$ cat src/rtl/coh_pkg.sv
package coh_pkg;
    typedef enum logic [2:0] {
        S_IDLE,
        S_EVICT,
        S_PEER_WB,
        S_FILL_RD,
        S_FILL_WR,
        S_WRITE,
        S_UPD_CLR,
        S_DONE
    } coh_state_e;

    localparam logic POL_INVALIDATE = 1'b0;
    localparam logic POL_UPDATE     = 1'b1;
endpackage

$ cat src/rtl/coh_rr_arb.sv
module coh_rr_arb (
    input  logic       clk,
    input  logic       rst_n,
    input  logic [1:0] req,
    input  logic       adv,
    output logic       gnt_idx,
    output logic       gnt_vld
);
    logic last_q;

    // last_q starts at 1 so that port 0 wins the first tie
    always_ff @(posedge clk or negedge rst_n) begin
        if (!rst_n)   last_q <= 1'b1;
        else if (adv) last_q <= gnt_idx;
    end

    always_comb begin
        gnt_vld = |req;
        if (req == 2'b11) gnt_idx = ~last_q;
        else              gnt_idx = req[1];
    end
endmodule

$ cat src/rtl/coh_line_store.sv
module coh_line_store #(
    parameter int LINES = 4,
    parameter int TW    = 4,
    parameter int DW    = 8,
    localparam int IW   = $clog2(LINES)
) (
    input  logic          clk,
    input  logic          rst_n,
    input  logic [IW-1:0] rd_idx,
    output logic          rd_valid,
    output logic          rd_dirty,
    output logic [TW-1:0] rd_tag,
    output logic [DW-1:0] rd_data,
    input  logic          wr_en,
    input  logic [IW-1:0] wr_idx,
    input  logic          wr_valid,
    input  logic          wr_dirty,
    input  logic [TW-1:0] wr_tag,
    input  logic [DW-1:0] wr_data
);
    logic [LINES-1:0] val_q;
    logic [LINES-1:0] dty_q;
    logic [TW-1:0]    tag_q [LINES];
    logic [DW-1:0]    dat_q [LINES];

    always_ff @(posedge clk or negedge rst_n) begin
        if (!rst_n) begin
            val_q <= '0;
            dty_q <= '0;
            for (int i = 0; i < LINES; i++) begin
                tag_q[i] <= '0;
                dat_q[i] <= '0;
            end
        end else if (wr_en) begin
            val_q[wr_idx] <= wr_valid;
            dty_q[wr_idx] <= wr_dirty;
            tag_q[wr_idx] <= wr_tag;
            dat_q[wr_idx] <= wr_data;
        end
    end

    assign rd_valid = val_q[rd_idx];
    assign rd_dirty = dty_q[rd_idx];
    assign rd_tag   = tag_q[rd_idx];
    assign rd_data  = dat_q[rd_idx];

    AST_RESET_EMPTY: assert property (@(posedge clk) disable iff (!rst_n)
        $rose(rst_n) |-> (val_q == '0 && dty_q == '0));
    AST_DIRTY_NEEDS_VALID: assert property (@(posedge clk) disable iff (!rst_n)
        (dty_q & ~val_q) == '0);
endmodule

$ cat src/rtl/dual_coh_ctrl.sv
module dual_coh_ctrl
    import coh_pkg::*;
#(
    parameter int AW    = 6,
    parameter int DW    = 8,
    parameter int LINES = 4
) (
    input  logic                clk,
    input  logic                rst_n,
    input  logic                policy,
    input  logic [1:0]          req,
    input  logic [1:0]          we,
    input  logic [1:0][AW-1:0]  addr,
    input  logic [1:0][DW-1:0]  wdata,
    output logic [1:0]          ready,
    output logic [DW-1:0]       rdata,
    output logic                mem_we,
    output logic [AW-1:0]       mem_addr,
    output logic [DW-1:0]       mem_wdata,
    input  logic [DW-1:0]       mem_rdata
);
    localparam int IW = $clog2(LINES);
    localparam int TW = AW - IW;

    coh_state_e    state_q, state_d;
    logic          cur_q;
    logic          pol_q;
    logic [DW-1:0] rdata_q;

    logic gnt_idx, gnt_vld, adv;

    // per-cache lookup and write buses
    logic [1:0]    lv, ld;
    logic [TW-1:0] lt [2];
    logic [DW-1:0] lq [2];
    logic [1:0]    cw_en, cw_v, cw_d;
    logic [TW-1:0] cw_t [2];
    logic [DW-1:0] cw_q [2];

    logic          sel, oth;
    logic [AW-1:0] a_sel;
    logic [IW-1:0] idx;
    logic [TW-1:0] tag;
    logic          own_hit, peer_hit, victim_dirty, peer_dirty, upd_mode;

    coh_rr_arb u_arb (
        .clk    (clk),
        .rst_n  (rst_n),
        .req    (req),
        .adv    (adv),
        .gnt_idx(gnt_idx),
        .gnt_vld(gnt_vld)
    );

    for (genvar c = 0; c < 2; c++) begin : g_cache
        coh_line_store #(.LINES(LINES), .TW(TW), .DW(DW)) u_store (
            .clk     (clk),
            .rst_n   (rst_n),
            .rd_idx  (idx),
            .rd_valid(lv[c]),
            .rd_dirty(ld[c]),
            .rd_tag  (lt[c]),
            .rd_data (lq[c]),
            .wr_en   (cw_en[c]),
            .wr_idx  (idx),
            .wr_valid(cw_v[c]),
            .wr_dirty(cw_d[c]),
            .wr_tag  (cw_t[c]),
            .wr_data (cw_q[c])
        );
    end

    assign adv          = (state_q == S_IDLE) && gnt_vld;
    assign sel          = (state_q == S_IDLE) ? gnt_idx : cur_q;
    assign oth          = ~sel;
    assign a_sel        = addr[sel];
    assign idx          = a_sel[IW-1:0];
    assign tag          = a_sel[AW-1:IW];
    assign own_hit      = lv[sel] && (lt[sel] == tag);
    assign peer_hit     = lv[oth] && (lt[oth] == tag);
    assign victim_dirty = lv[sel] && ld[sel] && !own_hit;
    assign peer_dirty   = peer_hit && ld[oth];
    assign upd_mode     = (pol_q == POL_UPDATE);

    // state register and per-access latches
    always_ff @(posedge clk or negedge rst_n) begin
        if (!rst_n) begin
            state_q <= S_IDLE;
            cur_q   <= 1'b0;
            pol_q   <= POL_INVALIDATE;
            rdata_q <= '0;
        end else begin
            state_q <= state_d;
            if (adv) begin
                cur_q <= gnt_idx;
                pol_q <= policy;
                if (!we[gnt_idx] && own_hit) rdata_q <= lq[sel];
            end
            if (state_q == S_FILL_WR) rdata_q <= mem_rdata;
        end
    end

    // next state
    always_comb begin
        state_d = state_q;
        unique case (state_q)
            S_IDLE: begin
                if (gnt_vld) begin
                    if (we[sel])           state_d = victim_dirty ? S_EVICT : S_WRITE;
                    else if (own_hit)      state_d = S_DONE;
                    else if (victim_dirty) state_d = S_EVICT;
                    else if (peer_dirty)   state_d = S_PEER_WB;
                    else                   state_d = S_FILL_RD;
                end
            end
            S_EVICT: begin
                if (we[sel])         state_d = S_WRITE;
                else if (peer_dirty) state_d = S_PEER_WB;
                else                 state_d = S_FILL_RD;
            end
            S_PEER_WB: state_d = S_FILL_RD;
            S_FILL_RD: state_d = S_FILL_WR;
            S_FILL_WR: state_d = S_DONE;
            S_WRITE:   state_d = upd_mode ? S_UPD_CLR : S_DONE;
            S_UPD_CLR: state_d = S_DONE;
            S_DONE:    state_d = S_IDLE;
            default:   state_d = S_IDLE;
        endcase
    end

    // outputs and array writes
    always_comb begin
        ready     = '0;
        mem_we    = 1'b0;
        mem_addr  = a_sel;
        mem_wdata = wdata[sel];
        for (int c = 0; c < 2; c++) begin
            cw_en[c] = 1'b0;
            cw_v[c]  = lv[c];
            cw_d[c]  = ld[c];
            cw_t[c]  = lt[c];
            cw_q[c]  = lq[c];
        end
        unique case (state_q)
            S_IDLE, S_FILL_RD: ;
            S_EVICT: begin
                mem_we    = 1'b1;
                mem_addr  = {lt[sel], idx};
                mem_wdata = lq[sel];
                cw_en[sel] = 1'b1;
                cw_v[sel]  = 1'b0;
                cw_d[sel]  = 1'b0;
            end
            S_PEER_WB: begin
                mem_we    = 1'b1;
                mem_wdata = lq[oth];
                cw_en[oth] = 1'b1;
                cw_d[oth]  = 1'b0;
            end
            S_FILL_WR: begin
                cw_en[sel] = 1'b1;
                cw_v[sel]  = 1'b1;
                cw_d[sel]  = 1'b0;
                cw_t[sel]  = tag;
                cw_q[sel]  = mem_rdata;
            end
            S_WRITE: begin
                cw_en[sel] = 1'b1;
                cw_v[sel]  = 1'b1;
                cw_d[sel]  = 1'b1;
                cw_t[sel]  = tag;
                cw_q[sel]  = wdata[sel];
                if (upd_mode) begin
                    mem_we = 1'b1;
                    if (peer_hit) begin
                        cw_en[oth] = 1'b1;
                        cw_d[oth]  = 1'b1;
                        cw_q[oth]  = wdata[sel];
                    end
                end else if (peer_hit) begin
                    cw_en[oth] = 1'b1;
                    cw_v[oth]  = 1'b0;
                    cw_d[oth]  = 1'b0;
                end
            end
            S_UPD_CLR: begin
                cw_en[sel] = 1'b1;
                cw_d[sel]  = 1'b0;
                if (peer_hit) begin
                    cw_en[oth] = 1'b1;
                    cw_d[oth]  = 1'b0;
                end
            end
            S_DONE: ready[cur_q] = 1'b1;
            default: ;
        endcase
    end

    assign rdata = rdata_q;

    AST_INV_KILLS_PEER: assert property (@(posedge clk) disable iff (!rst_n)
        (state_q == S_WRITE && !upd_mode) |=> !peer_hit);
    AST_INV_OWNER_DIRTY: assert property (@(posedge clk) disable iff (!rst_n)
        (state_q == S_WRITE && !upd_mode) |=> (own_hit && ld[sel]));
    AST_LOCAL_NO_MEM: assert property (@(posedge clk) disable iff (!rst_n)
        (state_q == S_WRITE && !upd_mode) |-> !mem_we);
    AST_PEER_WB_CLEAN: assert property (@(posedge clk) disable iff (!rst_n)
        (state_q == S_PEER_WB) |=> (peer_hit && !peer_dirty));
    AST_UPD_ALL_DIRTY: assert property (@(posedge clk) disable iff (!rst_n)
        (state_q == S_WRITE && upd_mode) |=> (own_hit && ld[sel] && (!peer_hit || ld[oth])));
    AST_UPD_ALL_CLEAN: assert property (@(posedge clk) disable iff (!rst_n)
        (state_q == S_UPD_CLR) |=> (own_hit && !ld[sel] && !peer_dirty));
    AST_READY_PULSE: assert property (@(posedge clk) disable iff (!rst_n)
        (|ready) |=> !(|ready));
    AST_ONE_READY: assert property (@(posedge clk) disable iff (!rst_n)
        $onehot0(ready));
    AST_EVICT_EMPTIES: assert property (@(posedge clk) disable iff (!rst_n)
        (state_q == S_EVICT) |=> !victim_dirty);
endmodule

$ cat config.mk
export PLATFORM = sky130hd
export DESIGN_NAME = dual_coh_ctrl
export DESIGN_NICKNAME = d
export VERILOG_FILES = /design/src/rtl/coh_pkg.sv /design/src/rtl/coh_rr_arb.sv /design/src/rtl/coh_line_store.sv /design/src/rtl/dual_coh_ctrl.sv
export SDC_FILE = /design/constraint.sdc
export NUM_CORES = 1
export LEC_CHECK = 0
export BUFFER_PORTS_ARGS = -buffer_cell sky130_fd_sc_hd__buf_4
export CORE_UTILIZATION = 40
export CTS_BUF_LIST = sky130_fd_sc_hd__clkbuf_8
export DETAILED_ROUTE_END_ITERATION = 8
export PLACE_DENSITY = 0.58
export SLEW_MARGIN = 20
export SYNTH_ARGS = -nofsm -noshare
export SYNTH_HDL_FRONTEND = slang
export SYNTH_SLANG_ARGS = --single-unit
$ cat constraint.sdc
create_clock -name clk -period 9.7 [get_ports clk]
set_input_delay 0.97 -clock clk [delete_from_list [all_inputs] [get_ports clk]]
set_output_delay 0.97 -clock clk [all_outputs]
set_load 0.02 [all_outputs]
* Word-level counts from Yosys, hierarchy flattened
Index checks and enable logic that the tools add are counted.
** Storage, ports and cells
- Bits of input ports :: 43
- Register bits after elaboration :: 126
- Logic and storage cells :: 205
- Output and inout bits :: 25
** Cells by class
- Equal/unequal tests :: 11
- Reductions and logical operators :: 26
- Bitwise gates (word level) :: 17
- Mux-type cells :: 111
- Order comparisons :: 15
** Operators with widths (count)
- 8-bit 2-to-1 mux :: 19
- 16-bit bitwise mux :: 5
- 32-bit bitwise mux :: 2
- 4-bit 2-to-1 mux :: 12
- 8-bit binary-select mux with 2-bit select :: 2
- 16-bit 2-to-1 mux :: 2
- 16-bit case mux with 2 select lines :: 1
- 1-bit 2-to-1 mux :: 25
- 3-bit case mux with 7 select lines :: 1
- 2-bit 2-to-1 mux :: 9
- 6-bit 2-to-1 mux :: 3
- 4-bit binary-select mux with 2-bit select :: 2
- 4-bit bitwise mux :: 4
- 8-bit demux with 1-bit select :: 2
- 8-bit demux with 2-bit select :: 1
- 8-bit case mux with 2 select lines :: 1
- 3-bit 2-to-1 mux :: 5
- 1-bit logical AND :: 14
- 2-bit AND :: 6
- 3-bit equality test, second input constant :: 4
- 2-bit case mux with 3 select lines :: 2
- 2-bit OR reduction :: 6
- 1-bit binary-select mux with 2-bit select :: 4
- 8-bit bitwise mux :: 1
- 28 further kinds :: 47

* Depth between registers and ports, before layout
- Depth after elaboration :: 21
- Gate-level depth with buffers :: 15
- Mapped depth without buffers :: 10

* Modules after synthesis
From an unflattened synthesis, not the netlist that was laid out.
** Unflattened totals
- Cell total of the unflattened synthesis :: 645
- Area, all modules :: 7459.7 um^2
** Modules (own cells, without submodules)
- coh_line_store :: instances 2, cells each 137, area an instance 2432.3 um^2
- dual_coh_ctrl :: instances 1, cells each 367, area an instance 2536.2 um^2
- coh_rr_arb :: instances 1, cells each 4, area an instance 58.8 um^2

* Worst setup path before layout
Ideal clock, no wire load.
- Path type :: input-to-output
- Start :: input port req[1]
- End :: output port mem_wdata[7]
- Arrival :: 3.574 ns
- Buffers on the path :: 1
- Path slack :: 5.156 ns
- Stages on the path :: 7
- Path through :: a21bo_2 > o21ai_4 > mux2i_4 > buf_1 > mux4_2 > mux2i_1 > o221ai_1
** Between the ends
- Longest elaborated chain between the ends :: 13
** RTL lines
- start, declared :: line dual_coh_ctrl.sv:11 : input logic [1:0] req,
- 2-bit equality test :: line coh_rr_arb.sv:19 : if (req == 2'b11) gnt_idx = ~last_q;
- 1-bit 2-to-1 mux (*) :: line coh_rr_arb.sv:19
- 1-bit 2-to-1 mux (*) :: line dual_coh_ctrl.sv:74 : assign sel = (state_q == S_IDLE) ? gnt_idx : cur_q;
- 6-bit 2-to-1 mux (not written as such) (2 in series) :: line dual_coh_ctrl.sv:76 : assign a_sel = addr[sel];
- 2-bit inverter with 3-bit output (not written as such) :: line coh_line_store.sv:45 : assign rd_data = dat_q[rd_idx];
- 8-bit binary-select mux with 2-bit select :: line coh_line_store.sv:45
- 8-bit 2-to-1 mux (not written as such) (2 in series) :: line coh_line_store.sv:45
- 8-bit 2-to-1 mux, on equally long branches (3 in series) :: line dual_coh_ctrl.sv:156, dual_coh_ctrl.sv:149
- 8-bit case mux with 2 select lines (*) :: line dual_coh_ctrl.sv:144 : unique case (state_q)
- end, declared :: line dual_coh_ctrl.sv:19 : output logic [DW-1:0] mem_wdata,
Every way passes the cells marked *; elsewhere a longest branch is shown, timed or not. The select of a mux whose other input is x is not followed.

* Worst setup path after layout
- Start :: register state_q[0]
- End :: register g_cache[0].u_store.tag_q[1] (netlist name)
** Between the ends
- Longest elaborated chain between the ends :: 15
** RTL lines
- start, declared :: line dual_coh_ctrl.sv:25 : coh_state_e state_q, state_d;
- start signal, assigned :: line dual_coh_ctrl.sv:93 : state_q <= state_d;
- 3-bit zero test :: line dual_coh_ctrl.sv:74
- 1-bit 2-to-1 mux :: line dual_coh_ctrl.sv:74
- 6-bit 2-to-1 mux (not written as such) (2 in series) :: line dual_coh_ctrl.sv:76
- 2-bit inverter with 3-bit output (not written as such) :: line coh_line_store.sv:37, coh_line_store.sv:44
- 4-bit binary-select mux with 2-bit select :: line coh_line_store.sv:44 : assign rd_tag = tag_q[rd_idx];
- 4-bit 2-to-1 mux (not written as such) (2 in series) :: line coh_line_store.sv:44
- 4-bit 2-to-1 mux (not written as such) (3 in series) :: line dual_coh_ctrl.sv:80 : assign peer_hit = lv[oth] && (lt[oth] == tag);
- 4-bit equality test :: line dual_coh_ctrl.sv:80
- 1-bit logical AND :: line dual_coh_ctrl.sv:80
- 2-bit 2-to-1 mux :: line dual_coh_ctrl.sv:175, dual_coh_ctrl.sv:180, dual_coh_ctrl.sv:189
- 2-bit case mux with 3 select lines :: line dual_coh_ctrl.sv:144
- end signal, assigned by index :: line coh_line_store.sv:37 : tag_q[wr_idx] <= wr_tag;
- end, declared :: line coh_line_store.sv:23 : logic [TW-1:0] tag_q [LINES];
Parallel ways exist; a longest one is shown, timed or not. The select of a mux whose other input is x is not followed.
A chain may end at the register's enable or synchronous reset.

==> out/qor.yml <==
design.core.area_sq_um: 19000
slowest_stage: "dfrtp_1"
path_clk_slew_ns: 0.07
cp_slowest_stage_delay_ns: 0.82
whs_ns: 0.488
synth.top_cells.by_area: "dfrtp_1 (40%), mux4_2 (11%), a21oi_1 (8.0%)"
cp.arrival_ns: 6.26
powerDensity_nw_per_um2: 370
ctsHoldBuffers: 0
cts_tree: "done"
required_ns: 10.02
initial_core_util_pct: 41.4
io_pins: 68
max-cap-violations: 0
finalNetCount: 830
synth_seq_cells: 126
worstSkewPairLatency_ns: 0.45
netlist_instances: 750
die_area_sq_um: 20200
netlist_area_sq_um: 7870
drc: 0
routed_wl_mm: 24.3
ctsResizeCount: 0
slew_headroom_pct: 20.4
path_buf_inv: 4
ys_async_sr_fraction_pct: 100
vias: 6875
cpMostUsedCell: "buf_4"
gp_congestion: 0.890
yosysWarnings: 0
critPathLaunchType: "register"
viasPerCell: 6.49
io_buffers: 67
grt_pass1_vias: 6782
rsz0062_at_grt: "false"
irDropWorstVdd_v: 0.000134
post-cts-setup-buffer-count: 0
status: "completed"
path_delay_family: "buffers and inverters"
critPathMaxFanout: 48
synth_cell_types: 63
row_count: 50
clock_path_buffers: 2
htree_levels: 4
detail_route.wl_per_cell_um: 22.9
finalCritPeriodShare_pct: 61.1
setup_viol: 0
worstSetupPathType: "reg2reg"
busiest_layer: "met1"
synth_nets: 793
yosysTopAreaCellShare_pct: 39.7
syn_area_per_cell_sq_um: 10.5
final-hold-violation-count: 0
grt_start_max_net_pins: 76
ys_seq_area_share_pct: 40.1
cts_sinks: 126
synthFlopType: "dfrtp_1"
areaGrowthSynthToFinish_pct: 14.2
antenna_found_initial: 0
skew_ns: 0.0145
min_path_type: "reg2reg"
crit_chain: "or3_1, o21ai_4, buf_4, mux2i_4, buf_4, inv_4, mux4_2, a211oi_1, or2_1, a311o_1, buf_4, and2_1, mux2_2"
detailed_place_hpwl_mm: 16.6
fmax_mhz: 169
fin_util_pct: 47.3
finalSetupTns_ns: 0
grt_pass1_wl_mm: 38.5
root_buffer: "clkbuf_8"
tightest_slew_ns: 1.19
leakagePower_nw: 3.68
period_minus_slack_ns: 5.93
slew_violations: 0
grt_use_met2_pct: 36.9
numCtsBuffers: 17
grtUsageMet1_pct: 37.0
reg2reg_from: "state_q[0]"
hold_start: "g_cache[0].u_store.dty_q[0]"
dr.pass1.iters: 7
layout-drive-gt1-share_pct: 26.5
grt_overflow: 0
endpoint_kind: "register"
use_met3_pct: 4.98
die_h_um: 142
antennaDiodeCount: 0
startpoint: "state_q[0]"
drt_iter0_markers: 699
synth_top_area_cell: "dfrtp_1"
track_usage_pct: 25.1
synth_edf_count: 0
die_x_um: 142
ant_nets: 0
[cell families (layout without fill, tap and decap cells)]
family | after synthesis | in the layout | synth area share, %
flops | 126 | 126 | 40.1
compound gates | 266 | 266 | 23.6
simple gates | 154 | 154 | 9.16
mux | 114 | 114 | 21.7
xor+xnor | 11 | 11 | 1.22
buf+inv | 79 | 129 | 4.21
[synth_stat cells, types with 3 or more instances]
master     count
a21o_1         9
clkbuf_1      39
mux2_1         3
xor2_1         3
o21ai_0        7
nand2_1       70
nor2_1        24
nor3_1        12
a21oi_1      126
buf_1          6
dfrtp_1      125
nor2b_1       11
or2_2          3
o221ai_1       8
a2bb2oi_1      9
a211oi_1       4
o211a_1        3
mux2_2        44
a221o_1       16
and2_1        10
a41oi_1       32
a221oi_1      15
xnor2_1        8
a32o_1         8
mux2i_1       25
inv_1         16
nor4_1         9
mux4_2        39
buf_2         14
nand4_1        3
[area by class of cell]
class | instances | area [sq um]
sequential | 126 | 3150
timing repair buffer | 79 | 593
inverter | 18 | 70.1
fill | 1761 | 10000
clock inverter | 14 | 176
multi-input combinational | 545 | 4420
clock buffer | 18 | 248
tap | 260 | 325
[per-layer routing]
metal  share of wire [%]  vias to the layer above
met4                 1.5                        0
li1                    -                     3015
met2                  45                      336
met3                 7.7                       34
met1                  45                     3490
met5                   0                        -
[flip-flops by register name, indices dropped and copies added, names as in the netlist]
register	cells
cur_q	1
g_cache.u_store.dat_q	64
g_cache.u_store.dty_q	8
g_cache.u_store.tag_q	32
g_cache.u_store.val_q	8
pol_q	1
rdata	8
state_q	3
u_arb.last_q	1
[cells in the final DEF, fill, tap and decap left out, types with 16 or more instances in the layout]
cell type  Yosys  final
a21oi_1      126    126
a221o_1       16     16
a41oi_1       32     32
buf_4          0     79
clkbuf_8       0     18
dfrtp_1      125    125
inv_1         16     20
mux2_2        44     44
mux2i_1       25     25
mux4_2        39     39
nand2_1       70     70
nor2_1        24     22
[path summary, 6_finish.rpt]
check | slack, ns | endpoint | cells after the start
setup / recovery | 3.77 | g_cache[0].u_store.tag_q[1] | 13
hold / removal | 0.49 | g_cache[0].u_store.dty_q[0] | 1
setup reg to reg | 3.77 | g_cache[0].u_store.tag_q[1] | 13
hold reg to reg | 0.49 | g_cache[0].u_store.dty_q[0] | 1
max in group asynchronous | 7.69 | g_cache[0].u_store.tag_q[1] | 2
min in group asynchronous | 0.58 | g_cache[0].u_store.tag_q[3] | 1
[stage by stage]
step / setup WS [ns] / std cells / total power [mW] / cell area, sq um
5_1_grt: 3.48 / 1060 / 3.53 / 8990
6_report: 3.77 / 1060 / 3.33 / 8990
3_3_place_gp: 4.05 / 1028 / 2.74 / 8550
4_1_cts: 3.84 / 1060 / 3.30 / 8980
3_5_place_dp: 3.86 / 1028 / 2.79 / 8560
2_1_floorplan: 5.16 / 750 / 2.25 / 7870
[report_power, final]
part | leakage, nW | internal [mW] | switching [mW]
combinational | 1.98 | 0.768 | 1.10
sequential | 1.48 | 0.768 | 0.196
clock | 0.220 | 0.283 | 0.218
Power figures use the tool's default switching activity.
